### src/rtl/sdblk_pkg.sv
package sdblk_pkg;

    localparam int LANES    = 4;
    localparam int LANE_SH  = $clog2(LANES);
    localparam int CRC_W    = 16;
    localparam int CRC_M1   = CRC_W - 1;
    localparam int LEN_W    = 14;
    localparam int REP_W    = 8;
    localparam int GAP_W    = 6;
    localparam int TOK_W    = 3;
    localparam int BYTE_W   = 8;
    localparam int BCNT_W   = $clog2(BYTE_W);

    localparam logic [CRC_W-1:0] CRC_POLY = 16'h1021;

    typedef enum logic [3:0] {
        ST_IDLE,
        ST_W_GAP,
        ST_W_START,
        ST_W_DATA,
        ST_W_CRC,
        ST_W_END,
        ST_W_TOKWAIT,
        ST_W_TOK,
        ST_W_TOKEND,
        ST_W_BUSY,
        ST_R_WAIT,
        ST_R_DATA,
        ST_R_CRC,
        ST_R_END
    } xfer_state_t;

    typedef struct packed {
        logic             wide;
        logic [GAP_W-1:0] gap;
        logic [TOK_W-1:0] tok_exp;
    } xfer_cfg_t;

    // payload bus clocks per line for one block
    function automatic logic [LEN_W-1:0] payload_ticks(input logic [LEN_W-1:0] len,
                                                       input logic wide);
        logic [LEN_W-1:0] crc_bits;
        crc_bits = wide ? LEN_W'(CRC_M1 * LANES) : LEN_W'(CRC_M1);
        return wide ? ((len - crc_bits) >> LANE_SH) : (len - crc_bits);
    endfunction

    function automatic logic [LANES-1:0] lane_mask(input logic wide);
        return wide ? {LANES{1'b1}} : LANES'(1);
    endfunction

    // index of the last bus clock inside one byte
    function automatic logic [BCNT_W-1:0] byte_last(input logic wide);
        return wide ? BCNT_W'(BYTE_W / LANES - 1) : BCNT_W'(BYTE_W - 1);
    endfunction

endpackage

### src/rtl/sdblk_crc16.sv
module sdblk_crc16
    import sdblk_pkg::*;
(
    input  logic             clk,
    input  logic             rst,
    input  logic             clr,
    input  logic             en,
    input  logic             bit_in,
    output logic [CRC_W-1:0] crc
);
    logic             fb;
    logic [CRC_W-1:0] crc_nx;

    always_comb begin
        fb     = bit_in ^ crc[CRC_W-1];
        crc_nx = {crc[CRC_W-2:0], 1'b0} ^ (fb ? CRC_POLY : '0);
    end

    always_ff @(posedge clk) begin
        if (rst || clr) crc <= '0;
        else if (en)    crc <= crc_nx;
    end
endmodule

### src/rtl/sdblk_shifter.sv
module sdblk_shifter
    import sdblk_pkg::*;
(
    input  logic              clk,
    input  logic              rst,
    input  logic              wide,
    input  logic              load,
    input  logic [BYTE_W-1:0] ld_byte,
    input  logic              shift,
    input  logic [LANES-1:0]  ser_in,
    output logic [BYTE_W-1:0] q_next,
    output logic [LANES-1:0]  out_bits
);
    logic [BYTE_W-1:0] sh;

    always_comb begin
        if (wide) begin
            q_next   = {sh[BYTE_W-LANES-1:0], ser_in};
            out_bits = sh[BYTE_W-1 -: LANES];
        end else begin
            q_next   = {sh[BYTE_W-2:0], ser_in[0]};
            out_bits = {{(LANES-1){1'b1}}, sh[BYTE_W-1]};
        end
    end

    always_ff @(posedge clk) begin
        if (rst)        sh <= '0;
        else if (load)  sh <= ld_byte;
        else if (shift) sh <= q_next;
    end
endmodule

### src/rtl/sdblk_engine.sv
module sdblk_engine
    import sdblk_pkg::*;
(
    input  logic              clk,
    input  logic              rst,
    input  logic              start,
    input  logic              cfg_write,
    input  logic              cfg_wide,
    input  logic [REP_W-1:0]  cfg_rep_m1,
    input  logic [LEN_W-1:0]  cfg_len_bits,
    input  logic [GAP_W-1:0]  cfg_gap,
    input  logic [TOK_W-1:0]  cfg_tok_exp,
    input  logic              bus_tick,
    input  logic [LANES-1:0]  dat_in,
    output logic [LANES-1:0]  dat_out,
    output logic [LANES-1:0]  dat_oe,
    output logic [BYTE_W-1:0] rd_data,
    output logic              rd_valid,
    input  logic [BYTE_W-1:0] wr_data,
    output logic              wr_pop,
    output logic              busy,
    output logic              done,
    output logic              rd_crc_ok,
    output logic              wr_crc_ok
);
    xfer_state_t       state;
    xfer_cfg_t         cfg;
    logic [LEN_W-1:0]  dticks;
    logic [LEN_W-1:0]  tcnt;
    logic [BCNT_W-1:0] bcnt;
    logic [REP_W-1:0]  blk_left;
    logic [TOK_W-2:0]  tok_sh;
    logic              err;

    logic [LANES-1:0]  sh_out;
    logic [BYTE_W-1:0] sh_next;
    logic [LANES-1:0]  tx_bits;
    logic [LANES-1:0]  lane_bits;
    logic [LANES-1:0]  crc_msb;
    logic [LANES-1:0]  crc_zero;
    logic [TOK_W-1:0]  tok_full;
    logic              crc_en, crc_clr, sh_shift;
    logic              byte_end, data_end, crc_end, last_blk, blk_bad, rx_phase;

    // per-line CRC16 generators
    for (genvar l = 0; l < LANES; l++) begin : g_lane
        logic [CRC_W-1:0] crc_q;
        sdblk_crc16 u_crc (
            .clk    (clk),
            .rst    (rst),
            .clr    (crc_clr),
            .en     (crc_en),
            .bit_in (lane_bits[l]),
            .crc    (crc_q)
        );
        assign crc_msb[l]  = crc_q[CRC_W-1];
        assign crc_zero[l] = (crc_q == '0);
    end

    sdblk_shifter u_shift (
        .clk      (clk),
        .rst      (rst),
        .wide     (cfg.wide),
        .load     (wr_pop),
        .ld_byte  (wr_data),
        .shift    (sh_shift),
        .ser_in   (dat_in),
        .q_next   (sh_next),
        .out_bits (sh_out)
    );

    always_comb begin
        rx_phase = (state == ST_R_DATA) || (state == ST_R_CRC);
        case (state)
            ST_W_DATA: tx_bits = sh_out;
            ST_W_CRC:  tx_bits = crc_msb;
            default:   tx_bits = '1;
        endcase
        lane_bits = rx_phase ? dat_in : tx_bits;
        crc_en    = bus_tick && (rx_phase || (state == ST_W_DATA) || (state == ST_W_CRC));
        crc_clr   = bus_tick && ((state == ST_W_START) ||
                                 ((state == ST_R_WAIT) && !dat_in[0]));
        byte_end  = (bcnt == byte_last(cfg.wide));
        data_end  = (tcnt == dticks - LEN_W'(1));
        crc_end   = (tcnt == LEN_W'(CRC_M1));
        last_blk  = (blk_left == '0);
        wr_pop    = bus_tick && ((state == ST_W_START) ||
                                 ((state == ST_W_DATA) && byte_end && !data_end));
        sh_shift  = bus_tick && ((state == ST_W_DATA) || (state == ST_R_DATA)) && !wr_pop;
        blk_bad   = |(lane_mask(cfg.wide) & ~crc_zero);
        tok_full  = {tok_sh, dat_in[0]};
        busy      = (state != ST_IDLE);
    end

    always_ff @(posedge clk) begin
        if (rst) begin
            state     <= ST_IDLE;
            cfg       <= '0;
            dticks    <= '0;
            tcnt      <= '0;
            bcnt      <= '0;
            blk_left  <= '0;
            tok_sh    <= '0;
            err       <= 1'b0;
            dat_out   <= '1;
            dat_oe    <= '0;
            rd_data   <= '0;
            rd_valid  <= 1'b0;
            done      <= 1'b0;
            rd_crc_ok <= 1'b0;
            wr_crc_ok <= 1'b0;
        end else begin
            rd_valid <= 1'b0;
            done     <= 1'b0;
            if (state == ST_IDLE) begin
                if (start) begin
                    cfg.wide    <= cfg_wide;
                    cfg.gap     <= cfg_gap;
                    cfg.tok_exp <= cfg_tok_exp;
                    dticks      <= payload_ticks(cfg_len_bits, cfg_wide);
                    blk_left    <= cfg_rep_m1;
                    err         <= 1'b0;
                    rd_crc_ok   <= 1'b0;
                    wr_crc_ok   <= 1'b0;
                    tcnt        <= '0;
                    if (!cfg_write)          state <= ST_R_WAIT;
                    else if (cfg_gap == '0)  state <= ST_W_START;
                    else                     state <= ST_W_GAP;
                end
            end else if (bus_tick) begin
                case (state)
                    ST_W_GAP: begin
                        if (tcnt == LEN_W'(cfg.gap) - LEN_W'(1)) begin
                            tcnt  <= '0;
                            state <= ST_W_START;
                        end else begin
                            tcnt <= tcnt + LEN_W'(1);
                        end
                    end
                    ST_W_START: begin
                        dat_out <= ~lane_mask(cfg.wide);
                        dat_oe  <= lane_mask(cfg.wide);
                        bcnt    <= '0;
                        tcnt    <= '0;
                        state   <= ST_W_DATA;
                    end
                    ST_W_DATA: begin
                        dat_out <= tx_bits;
                        bcnt    <= byte_end ? '0 : bcnt + BCNT_W'(1);
                        if (data_end) begin
                            tcnt  <= '0;
                            state <= ST_W_CRC;
                        end else begin
                            tcnt <= tcnt + LEN_W'(1);
                        end
                    end
                    ST_W_CRC: begin
                        dat_out <= tx_bits;
                        if (crc_end) begin
                            tcnt  <= '0;
                            state <= ST_W_END;
                        end else begin
                            tcnt <= tcnt + LEN_W'(1);
                        end
                    end
                    ST_W_END: begin
                        dat_out <= '1;
                        state   <= ST_W_TOKWAIT;
                    end
                    ST_W_TOKWAIT: begin
                        dat_oe <= '0;
                        if (!dat_in[0]) begin
                            tcnt  <= '0;
                            state <= ST_W_TOK;
                        end
                    end
                    ST_W_TOK: begin
                        tok_sh <= tok_full[TOK_W-2:0];
                        if (tcnt == LEN_W'(TOK_W - 1)) begin
                            if (tok_full != cfg.tok_exp) err <= 1'b1;
                            state <= ST_W_TOKEND;
                        end else begin
                            tcnt <= tcnt + LEN_W'(1);
                        end
                    end
                    ST_W_TOKEND: state <= ST_W_BUSY;
                    ST_W_BUSY: begin
                        if (dat_in[0]) begin
                            if (last_blk) begin
                                state     <= ST_IDLE;
                                done      <= 1'b1;
                                wr_crc_ok <= !err;
                            end else begin
                                blk_left <= blk_left - REP_W'(1);
                                tcnt     <= '0;
                                state    <= (cfg.gap == '0) ? ST_W_START : ST_W_GAP;
                            end
                        end
                    end
                    ST_R_WAIT: begin
                        if (!dat_in[0]) begin
                            tcnt  <= '0;
                            bcnt  <= '0;
                            state <= ST_R_DATA;
                        end
                    end
                    ST_R_DATA: begin
                        bcnt <= byte_end ? '0 : bcnt + BCNT_W'(1);
                        if (byte_end) begin
                            rd_valid <= 1'b1;
                            rd_data  <= sh_next;
                        end
                        if (data_end) begin
                            tcnt  <= '0;
                            state <= ST_R_CRC;
                        end else begin
                            tcnt <= tcnt + LEN_W'(1);
                        end
                    end
                    ST_R_CRC: begin
                        if (crc_end) begin
                            tcnt  <= '0;
                            state <= ST_R_END;
                        end else begin
                            tcnt <= tcnt + LEN_W'(1);
                        end
                    end
                    ST_R_END: begin
                        err <= err | blk_bad;
                        if (last_blk) begin
                            state     <= ST_IDLE;
                            done      <= 1'b1;
                            rd_crc_ok <= !(err | blk_bad);
                        end else begin
                            blk_left <= blk_left - REP_W'(1);
                            state    <= ST_R_WAIT;
                        end
                    end
                    default: state <= ST_IDLE;
                endcase
            end
        end
    end
endmodule

### config.mk
export PLATFORM = sky130hd
export DESIGN_NAME = sdblk_engine
export DESIGN_NICKNAME = d
export VERILOG_FILES = /design/src/rtl/sdblk_pkg.sv /design/src/rtl/sdblk_crc16.sv /design/src/rtl/sdblk_shifter.sv /design/src/rtl/sdblk_engine.sv
export SDC_FILE = /design/constraint.sdc
export NUM_CORES = 1
export LEC_CHECK = 0
export ABC_AREA = 1
export CAP_MARGIN = 0
export CORE_UTILIZATION = 46
export CTS_BUF_LIST = sky130_fd_sc_hd__clkbuf_4
export CTS_CLUSTER_SIZE = 8
export DETAILED_ROUTE_END_ITERATION = 10
export GPL_TIMING_DRIVEN = 0
export PLACE_DENSITY = 0.74
export SETUP_SLACK_MARGIN = 0.2
export SYNTH_ARGS = -nofsm -noshare
export SYNTH_HDL_FRONTEND = slang
export SYNTH_SLANG_ARGS = --single-unit
### constraint.sdc
create_clock -name clk -period 3.2 [get_ports clk]
set_input_delay 0.32 -clock clk [delete_from_list [all_inputs] [get_ports clk]]
set_output_delay 0.32 -clock clk [all_outputs]
set_load 0.03 [all_outputs]
* Yosys cells after proc, flatten, opt, wreduce, memory -nomap -nowiden
Index checks and enable logic that the tools add are counted.
** Word-level totals
- Register bits :: 148
- Latch bits :: 0
- RAM bits :: 0
- Memory bits (read-only) :: 0
- Input port bits :: 49
- Output and inout bits :: 22
- Word-level logic and storage cells :: 210
- Memories kept :: 0
** Cells by class
- Add/subtract/negate cells :: 6
- Multiply operators :: 0
- Divide/modulo/power cells :: 0
- Magnitude comparators :: 0
- Equality and inequality tests :: 34
- Shift-type cells :: 0
- Mux-type cells :: 73
- Bitwise gates (word level) :: 15
- Reduce and logical (&&, ||, !) cells :: 60
** Operator list (number)
- $mux W14 :: 11
- $pmux W14 S7 :: 1
- $mux W4 :: 17
- $logic_not A16 Y1 :: 4
- $mux W8 :: 8
- $xor A16 B16 Y16 :: 4
- $mux W13 :: 4
- $pmux W4 S13 :: 1
- $eq A14 B14 Y1 :: 2
- $eq A4 B4 Y1 const B :: 6
- $ne A3 B3 Y1 const B :: 7
- $ne A3 B2 Y1 const B :: 6
- $mux W1 :: 17
- $eq A4 B3 Y1 const B :: 4
- $pmux W4 S2 :: 2
- $pmux W8 S2 :: 1
- $reduce_and A4 Y1 :: 4
- $add A14 B1 Y14 const B :: 1
- $eq A14 B2 Y1 const B :: 1
- $eq A14 B4 Y1 const B :: 1
- $reduce_bool A2 Y1 :: 7
- $sub A14 B1 Y14 const B :: 1
- $sub A14 B6 Y14 :: 1
- $logic_not A6 Y1 :: 2
- 35 further kinds :: 75

* Longest topological paths before layout
Gate-level depths: netlist of run 1.
- Depth after elaboration :: 10
- Gate-level depth with buffers :: 18
- Mapped depth without buffers :: 18

* By module
From an unflattened synthesis of run 1, not the netlist that was laid out.
** Unflattened totals
- Cells, all modules :: 1350
- Area, all modules :: 9425.3 um^2
** Modules (own cells, without submodules)
- sdblk_engine :: times used 1, cells each 873, area each 5567.8 um^2, sequential area each 1481.4 um^2
- sdblk_crc16 :: times used 4, cells each 98, area each 838.3 um^2, sequential area each 320.3 um^2
- sdblk_shifter :: times used 1, cells each 85, area each 504.2 um^2, sequential area each 160.2 um^2

* Worst setup path after synthesis of run 1
OpenSTA, ideal clock, no wires.
- Kind :: register to output
- Start :: register dticks[0]
- End :: output port wr_pop
- Data arrival time :: 1.669 ns
- Data required time :: 2.880 ns
- Slack :: 1.211 ns
- Cell stages (with the launch flop) :: 13
- Buffers on the path :: 0
- Cell sequence :: dfxtp_1 -> inv_1 -> ha_1 -> nand2_1 -> nor2_2 -> nand2_1 -> nand2_1 -> nand2_1 -> nand2_1 -> nor2_1 -> nand3_1 -> nand3_2 -> nand2_2
** On the way
- Cells in the longest elaborated chain, start to end :: 6
** RTL lines
- from (decl) :: RTL line sdblk_engine.sv:28 : logic [LEN_W-1:0] dticks;
- from (signal assigned) :: RTL line sdblk_engine.sv:120 : dticks <= payload_ticks(cfg_len_bits, cfg_wide);
- $sub A14 B1 Y14 :: RTL line sdblk_engine.sv:84 : data_end = (tcnt == dticks - LEN_W'(1));
- $eq A14 B14 Y1 :: RTL line sdblk_engine.sv:84
- $logic_not A1 Y1 :: RTL line sdblk_engine.sv:88 : ((state == ST_W_DATA) && byte_end && !data_end));
- $logic_and A1 B1 Y1 :: RTL line sdblk_engine.sv:88
- $logic_or A1 B1 Y1 :: RTL line sdblk_engine.sv:87 : wr_pop = bus_tick && ((state == ST_W_START) ||
- $logic_and A1 B1 Y1 :: RTL line sdblk_engine.sv:87
- to (decl) :: RTL line sdblk_engine.sv:20 : output logic wr_pop,
No other way between the ends.

* Final worst setup path of run 1
Same ends and word-level chain as after synthesis.

==> out/qor.txt, run 1 <==
HP Class - input port to flop
WP data arrival - 2.49 ns
Largest net degree at the start of global routing - 18
Final hold vios - 0
Slew @ Worst Pin - 0.736 ns
Layout cells sized above 1 - 0.0786
Initial DRC count - 583
Routed vias/inst - 5.23
Synth Area per Inst - 6.76 sq um
Avg WL per Cell - 13.9 um
Adder-Cell Fraction of Synth Area - 0.0179
Seq/Total Area, Yosys - 0.361
Max FO, Critical Path - 9
Worst path required time - 2.88 ns
RSZ-0062 raised after global routing - no
Max frequency - 0.356 GHz
Number of synthesis warnings - 0
Root buf cell - clkbuf_4
DP Area - 9070 sq um
Layout area overhead - 16.2%
Total number of vias - 7,969
Clock sink total - 146
CP cell instances - inv_1, ha_2, inv_1, nand2_1, nand2_1, nor2_1, nand2_1, nor2_1, nand3_1, nor2_1, nand3_2, nand3_4, nand2_4, buf_2
Post-Synth Simple-Gate Area - 0.288
Worst Skew - 0.0259 ns
CP peak stage delay - 0.37 ns
Rel. slew slack - 0.510
Syn nets - 1,258
Total chip power - 6.98 mW
Synth Instances - 1,198
Crit Path Class - flop to primary output
GRT Residual Overflow - 0
Vias in the first global route - 7,240
Synth Cell Area - 8100 sq um
Yosys reg bits - 146
Nets - 1,345
Pre-antenna DRT Iters - 7
First-pass GRT wire length - 35,100 um
Final ANT Viol Nets - 0
DP Cell Count - 1,491
# setup viols final - 0
Final Cycle Share - 0.879
Row cnt - 48
Clock Tree Buf Depth - 2
Boundary Pins - 71
Chip width - 135 um
Routed WL - 21,200 um
CTS clk-pin slew, worst paths - 0.15 ns
PortBufs - 68
Synth Area in XOR/XNOR - 0.0594
Number of fill cells - 1,706
Peak VDD IR - 345 uV
HPWL Detailed - 16,000 um
Core ar. - 17,200 sq um
Post-route cell area - 9420 sq um
CTS tree - done
Ys flop type - dfxtp_1
Max cap viols - 0
Run status - finished clean
Synth Area in Compound Gates - 0.177
Initial Util - 0.470
CP Capture Type - primary output
Total GRT Usage - 0.243
DRC viols - 0
Async S/R FF share, synth - 0
PwrDens - 742 nW/um^2
Chip Height - 135 um
Post-synth cell types - 52
H-tree depth - 4
Slew Viols, Final - 0
Startpoint Class - flop
Clk Latency, worst-skew pair - 0.61 ns
Die area - 18,200 sq um
CTS Buf Count - 17
Slowest CP cell - dfxtp_2
Largest family of logic cells by synthesized area - simple AND/OR/NAND/NOR gates
Final Critical Period - 2.81 ns
Leak - 3.88 nW
Post-synthesis mux area share - 0
EDFF count, synth - 0
Setup_tns - 0 ns
Initial antenna violation count - 1
Cell Count, Final, Fillers Out - 1,524
GPL Wtd Cong - 0.897
final timing paths:
kind	start	to	slack (ns)	cells after the start
min reg2reg	g_lane[1].u_crc.crc[14]	g_lane[1].u_crc.crc[15]	0.46	2
min	cfg_rep_m1[2]	blk_left[2]	0.29	3
max reg2reg	state[1]	blk_left[7]	0.80	10
max	dticks[0]	wr_pop	0.39	14
registers in the layout, summed over array words and instances (netlist names), 4 cells and up:
signal / count
blk_left: 8
cfg: 10
dat_out: 4
dticks: 14
g_lane.u_crc.crc: 64
rd_data: 8
state: 4
tcnt: 14
u_shift.sh: 8
through the flow:
stage               utilization  hold slack, ns  worst slack (ns)
floorplan                     -           0.440              1.21
global placement          0.526           0.450             0.244
detailed placement        0.526           0.454             0.214
CTS                       0.546           0.263             0.272
global route              0.546           0.283             0.197
finish                    0.546           0.291             0.388
cell usage after synthesis, drive strengths merged (9+ instances only):
| library cell | instances | area (sq um) |
|---|---|---|
| nand3 | 54 | 285 |
| nor2 | 129 | 537 |
| clkbuf | 31 | 116 |
| buf | 18 | 97.6 |
| dfxtp | 146 | 2920 |
| inv | 151 | 567 |
| nand4 | 20 | 131 |
| ha | 10 | 125 |
| o21ai | 106 | 534 |
| nand3b | 14 | 105 |
| nand2 | 276 | 1060 |
| xor2 | 30 | 293 |
| a21oi | 115 | 587 |
| nor4 | 9 | 62.6 |
| xnor2 | 19 | 166 |
| a31oi | 13 | 81.3 |
| nor3 | 15 | 80.1 |
final cells by class:
| class | instances | area [sq um] | share of cell area |
|---|---|---|---|
| diodes | 1 | 2.50 | 0.000266 |
| plain buffers | 48 | 211 | 0.0225 |
| clock buffers | 17 | 128 | 0.0136 |
| clock inverters | 15 | 193 | 0.0205 |
| inverters | 153 | 576 | 0.0611 |
| multi-input cells | 850 | 4420 | 0.469 |
| flip-flops and latches | 146 | 2920 | 0.310 |
| well taps | 225 | 282 | 0.0299 |
| repair buffers | 69 | 683 | 0.0725 |
where the power goes:
| group | switching (mW) | leakage, nW | internal [mW] |
|---|---|---|---|
| Clock | 0.827 | 0.167 | 0.437 |
| Sequential | 0.271 | 1.19 | 2.17 |
| Combinational | 2.12 | 2.53 | 1.15 |
cells in the final DEF, fill, tap and decap left out, types with 6 or more instances in the layout:
master | Yosys | layout
clkbuf_1 | 31 | 29
o21ai_1 | 12 | 12
nand2_2 | 7 | 7
nand3_1 | 51 | 50
nand2_1 | 268 | 267
inv_2 | 8 | 8
nor2_4 | 5 | 6
nor3_1 | 14 | 14
clkdlybuf4s50_1 | 0 | 67
nor4_1 | 8 | 8
o21ai_0 | 93 | 93
a211oi_1 | 8 | 8
nor2_1 | 118 | 118
ha_1 | 10 | 9
clkbuf_4 | 0 | 17
a21oi_1 | 114 | 114
buf_2 | 12 | 13
dfxtp_1 | 146 | 145
inv_1 | 143 | 143
xnor2_1 | 19 | 19
xor2_1 | 26 | 26
o211ai_1 | 8 | 8
a31oi_1 | 13 | 13
nand4_1 | 19 | 19
nand3b_1 | 14 | 14
timing repair:
| item | 4_1_cts | 5_1_grt |
|---|---|---|
| gates resized for setup | 11 | 3 |
| gates cloned | 0 | 0 |
| hold buffers | 0 | 0 |
| buffers inserted | 0 | 1 |
| setup endpoints to repair | 1 | 2 |
| hold endpoints to repair | 0 | 0 |
per-layer routing:
layer / up-vias / wire length, um / GRT usage
met5: - / 0 / 0
met4: 0 / 456 / 0.0774
met3: 38 / 1050 / 0.0477
met2: 220 / 9590 / 0.385
met1: 3626 / 10100 / 0.330
li1: 4085 / - / -
critical path, delay by kind of cell (launching register included):
family / cells / cell delay (ns)
buf+inv: 3 / 0.31
simple gates: 10 / 0.88
flops: 1 / 0.37
fa+ha+maj: 1 / 0.34
kinds of logic (layout without fill, tap and decap cells):
| group | Yosys count | after routing |
|---|---|---|
| XOR/XNOR | 50 | 50 |
| AND/OR/NAND/NOR | 526 | 526 |
| buffers and inverters | 202 | 302 |
| AO/OA/AOI/OAI | 263 | 263 |
| flip-flops | 146 | 146 |
| adder cells (fa/ha/maj) | 11 | 11 |
| other | 0 | 1 |
(Power assumes the default switching activity.)
==> inputs of run 2 (changes only) <==
- CORE_UTILIZATION: 46 -> 35
- PLACE_DENSITY: 0.74 -> 0.61
- RECOVER_POWER: not set -> 25
==> run 2 against run 1 <==
  * Sequential power barely moved
  * Sequential share of layout area is 0.15 points lower
  * Count of clock-buffer cells in the layout is the same
  * First-iteration DRC count is 16% lower
  * Utilization is 13 points lower
  * Global-route usage decreased by 4.9 points
  * Clock power shrank 6%
  * Largest cell class unchanged
==> out/qor.txt, run 2 (synthesis results as in run 1) <==
Run status - finished clean (unchanged)
Worst Skew - 0.0203 ns (was 0.0259 ns)
Pre-antenna DRT Iters - 5 (was 7)
Fin util - 0.418 (was 0.546)
# setup viols final - 0 (unchanged)
DRC viols - 0 (unchanged)
Routed vias/inst - 4.95 (was 5.23)
Startpoint Class - flop (unchanged)
Setup_tns - 0 ns (unchanged)
Rel. slew slack - 0.526 (was 0.510)
Commonest non-fill, non-tap cells in the layout - 270 x nand2_1, 145 x dfxtp_1, 144 x inv_1, 120 x nor2_1, 114 x a21oi_1 (was 267 x nand2_1, 145 x dfxtp_1, 143 x inv_1, 118 x nor2_1, 114 x a21oi_1)
RSZ-0062 raised after global routing - no (unchanged)
H-tree depth - 4 (unchanged)
Max frequency - 0.348 GHz (was 0.356 GHz)
CTS Buf Count - 17 (unchanged)
Total GRT Usage - 0.193 (was 0.243)
Leak - 3.90 nW (was 3.88 nW)
First-pass GRT wire length - 36,800 um (was 35,100 um)
Max FO, Critical Path - 10 (was 9)
Worst path required time - 2.88 ns (about the same)
Avg WL per Cell - 14.1 um (was 13.9 um)
PortBufs - 68 (unchanged)
Root buf cell - clkbuf_4 (unchanged)
Commonest non-fill, non-tap cell in the layout - nand2_1 (unchanged)
Chip Height - 154 um (was 135 um)
HPWL Detailed - 17,000 um (was 16,000 um)
Core ar. - 22,600 sq um (was 17,200 sq um)
Final hold vios - 0 (unchanged)
GPL Wtd Cong - 0.868 (was 0.897)
Met1 Resource Use GR - 0.261 (was 0.330)
Boundary Pins - 71 (unchanged)
GRT Residual Overflow - 0 (unchanged)
Worst slack, placed - 0.111 ns (was 0.214 ns)
Largest net degree at the start of global routing - 17 (was 18)
Layout area overhead - 16.9% (was 16.2%)
PwrDens - 727 nW/um^2 (was 742 nW/um^2)
Final worst slack - 0.323 ns (was 0.388 ns)
Die area - 23,800 sq um (was 18,200 sq um)
HP Class - input port to flop (unchanged)
CTS tree - done (unchanged)
Met3 Use GR - 0.0380 (was 0.0477)
Slew Viols, Final - 0 (unchanged)
WP data arrival - 2.56 ns (was 2.49 ns)
Clock sink total - 146 (unchanged)
Max FFs per register - 64 (unchanged)
Peak VDD IR - 315 uV (was 345 uV)
CTS clk-pin slew, worst paths - 0.14 ns (was 0.15 ns)
Initial antenna violation count - 1 (unchanged)
Routed WL - 22,300 um (was 21,200 um)
Biggest regs - g_lane.u_crc.crc (64), dticks (14), tcnt (14) (unchanged)
R2R setup slack - 0.54 ns (was 0.80 ns)
Row cnt - 55 (was 48)
Crit Path Class - flop to primary output (unchanged)
Nets - 1,349 (was 1,345)
Slew @ Worst Pin - 0.704 ns (was 0.736 ns)
Total number of vias - 7,862 (was 7,969)
Initial Util - 0.358 (was 0.470)
Max cap viols - 0 (unchanged)
Chip width - 154 um (was 135 um)
Initial DRC count - 489 (was 583)
Met2 global-route usage - 0.315 (was 0.385)
Vias in the first global route - 7,404 (was 7,240)
Final ANT Viol Nets - 0 (unchanged)
Final Cycle Share - 0.899 (was 0.879)
CP Capture Type - primary output (unchanged)
Clock Tree Buf Depth - 2 (unchanged)
Layout cells sized above 1 - 0.0730 (was 0.0786)
GR peak layer - met2 (unchanged)
Final Critical Period - 2.88 ns (was 2.81 ns)
Top reg by flops - g_lane.u_crc.crc (unchanged)
# hold bufs at CTS - 0 (unchanged)
Clk Latency, worst-skew pair - 0.57 ns (was 0.61 ns)
-- run 2: cell types whose count changed in the layout (fill, tap and decap cells not counted), moves of 3 or more --
cell / change
inv_6: +3
clkinv_8: -5
buf_4: +3
inv_2: -3
dlygate4sd3_1: +18
clkinv_1: +3
nand2_2: -3
nand2_1: +3
clkdlybuf4s50_1: -18
-- run 2: worst max-delay path, cell delays in order, from the launching register on --
cell             delay [ns]
dfxtp_1                0.33
buf_2                  0.23
nor2_1                 0.12
nand2_4                0.12
clkbuf_1               0.43
clkdlybuf4s50_1        0.77
-- run 2: where the power goes --
part	switching, mW	leakage [nW]	internal [mW]	total, mW
clock	0.768	0.143	0.407	1.18
sequential	0.273	1.19	2.17	2.45
combinational	2.11	2.57	1.15	3.27
total	3.15	3.90	3.73	6.89
-- run 2: repair_timing --
action	in CTS	in global routing
endpoints found under the setup margin	1	1
setup buffers	1	3
pin swaps	0	0
gates resized for setup	11	10
-- run 2: area by class of cell --
class | count | area, sq um
repair buffers | 72 | 712
inverters | 153 | 579
clock inverters | 15 | 145
plain buffers | 49 | 214
flip-flops and latches | 146 | 2930
multi-input cells | 850 | 4410
well taps | 285 | 357
clock buffers | 17 | 128
fillers | 2398 | 13200
diodes | 1 | 2.50
-- run 2: worst paths after layout --
kind | from | end | depth (start not counted)
hold reg to reg | g_lane[1].u_crc.crc[10] | g_lane[1].u_crc.crc[11] | 2
setup reg to reg | state[2] | blk_left[7] | 11
hold / removal | cfg_rep_m1[3] | blk_left[3] | 3
setup / recovery | state[2] | busy | 5
-- run 2: routing by layer --
layer / share of wire / vias up
met5: 0 / -
met4: 0.010 / 0
met3: 0.038 / 19
met2: 0.46 / 149
met1: 0.50 / 3618
li1: - / 4076
-- run 2: stage by stage --
| step | cells | hold WS [ns] | area (sq um) | power, mW |
|---|---|---|---|---|
| after detailed placement | 1551 | 0.455 | 9140 | 5.71 |
| after floorplan | 1198 | 0.440 | 8100 | 4.84 |
| after CTS | 1584 | 0.290 | 9440 | 6.91 |
| final | 1588 | 0.326 | 9470 | 6.89 |
| after global placement | 1551 | 0.455 | 9140 | 5.67 |
| after global routing | 1588 | 0.296 | 9470 | 7.48 |
